--- config.mk ---
export PLATFORM = sky130hd
export DESIGN_NAME = dl7_deser
export DESIGN_NICKNAME = d
export VERILOG_FILES = /design/src/rtl/dl7_pkg.sv /design/src/rtl/dl7_lane_shift.sv /design/src/rtl/dl7_frame_lock.sv /design/src/rtl/dl7_word_out.sv /design/src/rtl/dl7_deser.sv
export SDC_FILE = /design/constraint.sdc
export NUM_CORES = 1
export LEC_CHECK = 0
export CELL_PAD_IN_SITES_DETAIL_PLACEMENT = 2
export CELL_PAD_IN_SITES_GLOBAL_PLACEMENT = 2
export CORE_ASPECT_RATIO = 2
export CORE_MARGIN = 5
export CORE_UTILIZATION = 40
export DETAILED_ROUTE_END_ITERATION = 7
export HOLD_SLACK_MARGIN = 0.08
export PLACE_DENSITY_LB_ADDON = 0.1
export SYNTH_ARGS = -nofsm -noshare
export SYNTH_HDL_FRONTEND = slang
export SYNTH_HIERARCHICAL = 1
export SYNTH_SLANG_ARGS = --single-unit
--- constraint.sdc ---
create_clock -name clk_bit -period 4.5 [get_ports clk_bit]
set_clock_uncertainty 0.05 [all_clocks]
set_input_delay 0.675 -clock clk_bit [delete_from_list [all_inputs] [get_ports clk_bit]]
set_output_delay 0.675 -clock clk_bit [all_outputs]
set_load 0.005 [all_outputs]
--- src/rtl/dl7_pkg.sv ---
package dl7_pkg;

  localparam int unsigned DEF_LANES       = 4;
  localparam int unsigned DEF_SLOTS       = 7;
  localparam int unsigned DEF_LOCK_WORDS  = 4;
  localparam int unsigned DEF_STROBE_HIGH = 4;
  localparam logic [6:0]  DEF_MARK        = 7'b1100011;

  // position of a lane/slot pair in the rebuilt word
  function automatic int unsigned word_bit(input int unsigned lane,
                                           input int unsigned slot,
                                           input int unsigned slots);
    return lane * slots + slot;
  endfunction

  // window tap holding a given slot: newest bit sits at tap 0
  function automatic int unsigned tap_of_slot(input int unsigned slot,
                                              input int unsigned slots);
    return slots - 1 - slot;
  endfunction

  // saturating increment
  function automatic int unsigned sat_next(input int unsigned v,
                                           input int unsigned lim);
    return (v >= lim) ? lim : v + 1;
  endfunction

endpackage

--- src/rtl/dl7_lane_shift.sv ---
module dl7_lane_shift #(
  parameter int unsigned SLOTS = dl7_pkg::DEF_SLOTS
) (
  input  logic             clk_i,
  input  logic             rst_ni,
  input  logic             pd_ni,
  input  logic             bit_i,
  output logic [SLOTS-1:0] win_o
);

  logic [SLOTS-1:0] win_q;

  always_ff @(posedge clk_i or negedge rst_ni) begin
    if (!rst_ni) begin
      win_q <= '0;
    end else if (!pd_ni) begin
      win_q <= '0;
    end else begin
      win_q <= {win_q[SLOTS-2:0], bit_i};
    end
  end

  assign win_o = win_q;


  shift_in_chk: assert property (@(posedge clk_i) disable iff (!rst_ni)
    pd_ni |=> (win_o[0] == $past(bit_i)));


  shift_clear_chk: assert property (@(posedge clk_i) disable iff (!rst_ni)
    !pd_ni |=> (win_o == '0));

endmodule

--- src/rtl/dl7_frame_lock.sv ---
module dl7_frame_lock #(
  parameter int unsigned     SLOTS      = dl7_pkg::DEF_SLOTS,
  parameter int unsigned     LOCK_WORDS = dl7_pkg::DEF_LOCK_WORDS,
  parameter logic [SLOTS-1:0] MARK      = dl7_pkg::DEF_MARK
) (
  input  logic             clk_i,
  input  logic             rst_ni,
  input  logic             pd_ni,
  input  logic [SLOTS-1:0] ck_win_i,
  output logic             hit_o,
  output logic             cap_o,
  output logic             lost_o,
  output logic             keep_o,
  output logic             locked_o
);
  import dl7_pkg::*;

  localparam int unsigned GW = $clog2(SLOTS + 1);
  localparam int unsigned SW = $clog2(LOCK_WORDS + 1);
  localparam logic [GW-1:0] GAP_IDLE = GW'(SLOTS);
  localparam logic [GW-1:0] GAP_STEP = GW'(SLOTS - 1);
  localparam logic [SW-1:0] STREAK_FULL = SW'(LOCK_WORDS);

  logic [GW-1:0] gap_q, gap_d;
  logic [SW-1:0] streak_q, streak_d;
  logic          hit, in_step, locked_d;

  assign hit     = (ck_win_i == MARK);
  assign in_step = (gap_q == GAP_STEP);

  always_comb begin
    streak_d = streak_q;
    if (hit) begin
      streak_d = in_step ? SW'(sat_next(int'(streak_q), LOCK_WORDS)) : SW'(1);
    end else if (in_step) begin
      streak_d = '0;
    end
  end

  always_comb begin
    if (hit) begin
      gap_d = '0;
    end else if (gap_q == GAP_IDLE) begin
      gap_d = GAP_IDLE;
    end else begin
      gap_d = gap_q + GW'(1);
    end
  end

  assign locked_d = (streak_d == STREAK_FULL);

  always_ff @(posedge clk_i or negedge rst_ni) begin
    if (!rst_ni) begin
      gap_q    <= GAP_IDLE;
      streak_q <= '0;
    end else if (!pd_ni) begin
      gap_q    <= GAP_IDLE;
      streak_q <= '0;
    end else begin
      gap_q    <= gap_d;
      streak_q <= streak_d;
    end
  end

  assign hit_o    = hit;
  assign cap_o    = hit && locked_d && pd_ni;
  assign lost_o   = in_step && !hit;
  assign keep_o   = locked_d && pd_ni;
  assign locked_o = (streak_q == STREAK_FULL);


  cap_locks_chk: assert property (@(posedge clk_i) disable iff (!rst_ni)
    cap_o |=> locked_o);


  lost_unlocks_chk: assert property (@(posedge clk_i) disable iff (!rst_ni)
    (lost_o && pd_ni) |=> !locked_o);


  off_step_restart_chk: assert property (@(posedge clk_i) disable iff (!rst_ni)
    (hit_o && !in_step && pd_ni) |=> (!locked_o && streak_q == SW'(1)));


  pd_clear_chk: assert property (@(posedge clk_i) disable iff (!rst_ni)
    !pd_ni |=> (!locked_o && gap_q == GAP_IDLE));

endmodule

--- src/rtl/dl7_word_out.sv ---
module dl7_word_out #(
  parameter int unsigned LANES       = dl7_pkg::DEF_LANES,
  parameter int unsigned SLOTS       = dl7_pkg::DEF_SLOTS,
  parameter int unsigned STROBE_HIGH = dl7_pkg::DEF_STROBE_HIGH,
  localparam int unsigned WORD_W     = LANES * SLOTS
) (
  input  logic              clk_i,
  input  logic              rst_ni,
  input  logic              pd_ni,
  input  logic              cap_i,
  input  logic              keep_i,
  input  logic [WORD_W-1:0] win_i,
  output logic [WORD_W-1:0] word_o,
  output logic              strobe_o
);
  import dl7_pkg::*;

  localparam int unsigned HW = $clog2(STROBE_HIGH + 1);
  localparam logic [HW-1:0] HIGH_LAST = HW'(STROBE_HIGH - 1);

  logic [WORD_W-1:0] mapped;
  logic [WORD_W-1:0] word_q;
  logic              strobe_q;
  logic [HW-1:0]     high_cnt_q;

  for (genvar l = 0; l < LANES; l++) begin : g_lane
    for (genvar s = 0; s < SLOTS; s++) begin : g_slot
      assign mapped[word_bit(l, s, SLOTS)] = win_i[l * SLOTS + tap_of_slot(s, SLOTS)];
    end
  end

  always_ff @(posedge clk_i or negedge rst_ni) begin
    if (!rst_ni) begin
      word_q <= '0;
    end else if (!pd_ni || !keep_i) begin
      word_q <= '0;
    end else if (cap_i) begin
      word_q <= mapped;
    end
  end

  always_ff @(posedge clk_i or negedge rst_ni) begin
    if (!rst_ni) begin
      strobe_q   <= 1'b0;
      high_cnt_q <= '0;
    end else if (!pd_ni || !keep_i) begin
      strobe_q   <= 1'b0;
      high_cnt_q <= '0;
    end else if (cap_i) begin
      strobe_q   <= 1'b1;
      high_cnt_q <= '0;
    end else if (strobe_q) begin
      if (high_cnt_q == HIGH_LAST) begin
        strobe_q <= 1'b0;
      end else begin
        high_cnt_q <= high_cnt_q + HW'(1);
      end
    end
  end

  assign word_o   = word_q;
  assign strobe_o = strobe_q;


  first_bit_map_chk: assert property (@(posedge clk_i) disable iff (!rst_ni)
    cap_i |=> (word_o[0] == $past(win_i[SLOTS-1])));


  strobe_rise_chk: assert property (@(posedge clk_i) disable iff (!rst_ni)
    cap_i |=> strobe_o);


  fall_stable_chk: assert property (@(posedge clk_i) disable iff (!rst_ni)
    ($fell(strobe_o) && $past(keep_i) && $past(pd_ni)) |-> $stable(word_o));


  unkept_zero_chk: assert property (@(posedge clk_i) disable iff (!rst_ni)
    !keep_i |=> (word_o == '0 && !strobe_o));


  pd_zero_chk: assert property (@(posedge clk_i) disable iff (!rst_ni)
    !pd_ni |=> (word_o == '0 && !strobe_o));

endmodule

--- src/rtl/dl7_deser.sv ---
module dl7_deser #(
  parameter int unsigned LANES       = dl7_pkg::DEF_LANES,
  parameter int unsigned SLOTS       = dl7_pkg::DEF_SLOTS,
  parameter int unsigned LOCK_WORDS  = dl7_pkg::DEF_LOCK_WORDS,
  parameter int unsigned STROBE_HIGH = dl7_pkg::DEF_STROBE_HIGH,
  localparam int unsigned WORD_W     = LANES * SLOTS
) (
  input  logic              clk_bit,
  input  logic              rst_n,
  input  logic              pd_n,
  input  logic              ck_lane_i,
  input  logic [LANES-1:0]  dat_lane_i,
  output logic [WORD_W-1:0] word_o,
  output logic              strobe_o,
  output logic              locked_o
);

  logic [SLOTS-1:0]  ck_win;
  logic [WORD_W-1:0] dat_win_flat;
  logic              bnd_hit;
  logic              cap_evt;
  logic              lost_evt;
  logic              keep_lock;

  dl7_lane_shift #(.SLOTS(SLOTS)) u_ck_shift (
    .clk_i  (clk_bit),
    .rst_ni (rst_n),
    .pd_ni  (pd_n),
    .bit_i  (ck_lane_i),
    .win_o  (ck_win)
  );

  for (genvar g = 0; g < LANES; g++) begin : g_dat
    dl7_lane_shift #(.SLOTS(SLOTS)) u_dat_shift (
      .clk_i  (clk_bit),
      .rst_ni (rst_n),
      .pd_ni  (pd_n),
      .bit_i  (dat_lane_i[g]),
      .win_o  (dat_win_flat[g*SLOTS +: SLOTS])
    );
  end

  dl7_frame_lock #(
    .SLOTS      (SLOTS),
    .LOCK_WORDS (LOCK_WORDS)
  ) u_lock (
    .clk_i    (clk_bit),
    .rst_ni   (rst_n),
    .pd_ni    (pd_n),
    .ck_win_i (ck_win),
    .hit_o    (bnd_hit),
    .cap_o    (cap_evt),
    .lost_o   (lost_evt),
    .keep_o   (keep_lock),
    .locked_o (locked_o)
  );

  dl7_word_out #(
    .LANES       (LANES),
    .SLOTS       (SLOTS),
    .STROBE_HIGH (STROBE_HIGH)
  ) u_out (
    .clk_i    (clk_bit),
    .rst_ni   (rst_n),
    .pd_ni    (pd_n),
    .cap_i    (cap_evt),
    .keep_i   (keep_lock),
    .win_i    (dat_win_flat),
    .word_o   (word_o),
    .strobe_o (strobe_o)
  );


  unlocked_quiet_chk: assert property (@(posedge clk_bit) disable iff (!rst_n)
    !locked_o |-> (word_o == '0 && !strobe_o));


  word_hold_chk: assert property (@(posedge clk_bit) disable iff (!rst_n)
    (locked_o && !cap_evt && keep_lock) |=> $stable(word_o));


  lost_quiet_chk: assert property (@(posedge clk_bit) disable iff (!rst_n)
    (lost_evt && !bnd_hit) |=> (word_o == '0 && !strobe_o));


  reset_quiet_chk: assert property (@(posedge clk_bit)
    !rst_n |-> (word_o == '0 && !strobe_o && !locked_o));

endmodule

==> impl_metrics.xml <==
<?xml version="1.0" encoding="UTF-8"?>
<metrics>
  <group name="worst_setup_path">
    <metric name="wp_data_required" unit="ps">4700</metric>
    <metric name="standard_cell_with_the_maximum_stage_delay_on_the_critical_path" unit="">nand2_1</metric>
    <metric name="start_kind" unit="">primary input</metric>
    <metric name="worstPathCellList" unit="">clkdlybuf4s50_1 -&gt; buf_4 -&gt; o2111ai_1 -&gt; mux2i_1 -&gt; nand2_1 -&gt; buf_4 -&gt; nor2_1</metric>
    <metric name="worstSetupEndpointType" unit="">flop</metric>
    <metric name="critical_path.max_fanout" unit="">44</metric>
    <metric name="critical_path_class" unit="">in -&gt; reg</metric>
    <metric name="critPathArrivalTime" unit="ps">3030</metric>
    <metric name="worst_path_most_repeated_cell" unit="">buf_4</metric>
    <metric name="cp_slowest_stage_delay" unit="ps">510</metric>
  </group>
  <group name="final_layout">
    <metric name="design_area" unit="µm²">3620</metric>
    <metric name="insertedDiodeCount" unit="">0</metric>
    <metric name="stdcell_count" unit="">360</metric>
    <metric name="fill_cells" unit="">643</metric>
    <metric name="area_growth" unit="%">26.7</metric>
    <metric name="final_layout_size_suffix_gt1_share" unit="%">11.9</metric>
    <metric name="total_nets_final" unit="">279</metric>
  </group>
  <group name="route">
    <metric name="drc" unit="">0</metric>
    <metric name="via_count" unit="">1807</metric>
    <metric name="detail_route.wirelength" unit="µm">6880</metric>
    <metric name="antenna_left" unit="">0</metric>
    <metric name="firstDrtPassIters" unit="">4</metric>
    <metric name="avgViaCountPerCell" unit="">5.02</metric>
    <metric name="drt-initial-drc-count" unit="">60</metric>
    <metric name="post_drt_wl_per_cell" unit="µm">19.1</metric>
  </group>
  <group name="clock_network">
    <metric name="clock_insertion_delay_worst_skew" unit="ps">330</metric>
    <metric name="cts_buffers" unit="">9</metric>
    <metric name="clk_path_buf_depth" unit="">2</metric>
    <metric name="cts_htree_levels" unit="">3</metric>
    <metric name="tritoncts_clock_tree" unit="">yes</metric>
    <metric name="post_cts.repair.setup_buffers" unit="">0</metric>
    <metric name="clkTransAtPathRegs" unit="ps">60</metric>
    <metric name="clock_sinks" unit="">73</metric>
    <metric name="cts-resized-gates" unit="">0</metric>
    <metric name="cts_root_buffer" unit="">clkbuf_16</metric>
    <metric name="cts_hold_buffers" unit="">0</metric>
  </group>
  <group name="die">
    <metric name="initial_core_util" unit="%">41.2</metric>
    <metric name="io_pins" unit="">38</metric>
    <metric name="die_w" unit="µm">69.8</metric>
    <metric name="die_h" unit="µm">130</metric>
    <metric name="placeable_area" unit="µm²">6940</metric>
    <metric name="floorplan.rows" unit="">43</metric>
    <metric name="die_area" unit="µm²">9040</metric>
  </group>
  <group name="global_route">
    <metric name="antenna_found_initial" unit="">0</metric>
    <metric name="grt_max_degree" unit="">74</metric>
    <metric name="global_route.usage.total" unit="%">16.8</metric>
    <metric name="grt_pass1_wl" unit="µm">11400</metric>
    <metric name="grt_pass1_vias" unit="">2151</metric>
    <metric name="overflow_after_grt" unit="">0</metric>
  </group>
  <group name="yosys">
    <metric name="synthesis.area" unit="µm²">2860</metric>
    <metric name="yosysWarnings" unit="">6</metric>
    <metric name="syn_nets" unit="">235</metric>
    <metric name="syn-instance-count" unit="">221</metric>
    <metric name="avg_synthesized_cell_area" unit="µm²">12.9</metric>
  </group>
  <group name="place">
    <metric name="numPlacedInstances" unit="">344</metric>
    <metric name="hpwlAfterDp" unit="µm">4110</metric>
    <metric name="dpl-instance-area" unit="µm²">3320</metric>
    <metric name="gp_congestion" unit="">0.656</metric>
    <metric name="placement.io_buffers" unit="">37</metric>
  </group>
  <group name="sta">
    <metric name="period_utilization_post_route" unit="%">62.8</metric>
    <metric name="timing.final.setup_violations" unit="">0</metric>
    <metric name="grt_setup_unrepaired" unit="">false</metric>
    <metric name="final_hold_viol_count" unit="">0</metric>
    <metric name="period_needed" unit="ps">2830</metric>
    <metric name="slew-limit-headroom" unit="%">39.3</metric>
    <metric name="setup_tns" unit="ps">0</metric>
    <metric name="worst-slew-pin-transition" unit="ps">910</metric>
    <metric name="finalMaxSlewViolations" unit="">0</metric>
    <metric name="fmax" unit="MHz">354</metric>
  </group>
  <group name="hold_path">
    <metric name="hold_path_class" unit="">in -&gt; async</metric>
  </group>
  <group name="pwr">
    <metric name="ir_worst_vdd" unit="V">0.000256</metric>
    <metric name="netSwitchingPower" unit="W">0.000288</metric>
    <metric name="power-per-cell-area" unit="nW/µm²">392</metric>
    <metric name="clock_network_fraction_of_design_power" unit="%">50.9</metric>
    <metric name="comb_power_share" unit="%">2.1</metric>
    <metric name="power.internal" unit="W">0.00113</metric>
    <metric name="total_leakage_power" unit="nW">1.56</metric>
    <metric name="power.share.sequential" unit="%">47.0</metric>
    <metric name="netSwitchingFraction" unit="%">20.3</metric>
  </group>
  <group name="run_status">
    <metric name="run_status" unit="">finished, final reports clean</metric>
  </group>
  <group name="job">
    <metric name="drv.max_cap_violation_count" unit="">0</metric>
  </group>
</metrics>
[power by group through the flow]
stage	logic, W	clock network (W)	registers (W)
detailed placement	0.0000308	0	0.000679
CTS	0.0000313	0.000742	0.000667
global placement	0.0000304	0	0.000679
floorplan	0.00000563	0	0.000677
global route	0.0000344	0.000774	0.000668
finish	0.0000296	0.000722	0.000667
[per-stage QoR]
| step | power (W) | hold WS (ps) | util, % | worst slack (ps) |
|---|---|---|---|---|
| after detailed placement | 0.000710 | 425 | 47.8 | 1270 |
| final | 0.00142 | 421 | 52.2 | 1670 |
| after floorplan | 0.000683 | 329 | - | 2670 |
| after global routing | 0.00148 | 464 | 52.2 | 1480 |
| after global placement | 0.000709 | 412 | 47.8 | 1430 |
| after CTS | 0.00144 | 447 | 52.2 | 1610 |
[critical path, delay by kind of cell]
kind | cells | cell delay, ps
buffers and inverters | 3 | 1180
and+or+nand+nor | 2 | 650
AOI/OAI and AO/OA | 1 | 280
muxes | 1 | 210
[sequential cells by signal, summed over array words and instances, names as in the netlist]
register and cells:
u_out/strobe_o 1, u_lock/gap_q 3, u_out/high_cnt_q 3, u_out/word_o 28, u_ck_shift/win_o 7, g_dat.u_dat_shift/win_o 28, u_lock/streak_q 3
[layout by cell type (no fill, tap or decap), drive strengths merged, types with 2 or more instances in the layout]
| master | instances |
|---|---|
| and3b | 2 |
| clkinv | 4 |
| nor2 | 36 |
| o21ai | 4 |
| clkbuf | 11 |
| ha | 6 |
| mux2i | 30 |
| clkdlybuf4s50 | 36 |
| dfrtp | 70 |
| buf | 4 |
| and4bb | 2 |
| inv | 6 |
| a21oi | 2 |
| nand2 | 3 |
| nor3 | 2 |
| and2 | 36 |
| dfstp | 3 |
| a21boi | 2 |
[layout make-up]
class / count / area, µm² / share of cell area [%]
Inverter: 6 / 22.5 / 0.622
Sequential cell: 73 / 1830 / 50.5
Multi-Input combinational cell: 135 / 960 / 26.5
Clock inverter: 5 / 53.8 / 1.49
Timing Repair Buffer: 40 / 390 / 10.8
Clock buffer: 11 / 253 / 6.98
Tap cell: 90 / 113 / 3.11
[worst paths after layout]
path | slack [ps] | to | from | cells past startpoint
max | 1670 | u_out/word_o[17]$_DFFE_PN0P_ | pd_n | 7
min | 420 | u_out/word_o[22]$_DFFE_PN0P_ | rst_n | 1
max reg2reg | 1840 | u_out/word_o[17]$_DFFE_PN0P_ | u_lock/streak_q[0]$_DFF_PN0_ | 8
min reg2reg | 440 | g_dat[3].u_dat_shift/win_o[6]$_DFF_PN0_ | g_dat[3].u_dat_shift/win_o[5]$_DFF_PN0_ | 1
max in group asynchronous | 3370 | g_dat[1].u_dat_shift/win_o[1]$_DFF_PN0_ | rst_n | 1
min in group clk_bit | 440 | g_dat[3].u_dat_shift/win_o[6]$_DFF_PN0_ | g_dat[3].u_dat_shift/win_o[5]$_DFF_PN0_ | 1
[routing by layer]
metal / vias up / GRT usage, % / part of all wire, %
met5: - / 0 / 0
met4: 0 / 6.21 / 1.5
met3: 7 / 3.65 / 2.4
met2: 27 / 32.8 / 61
met1: 949 / 17.2 / 35
li1: 824 / - / -
(Power assumes the default switching activity.)
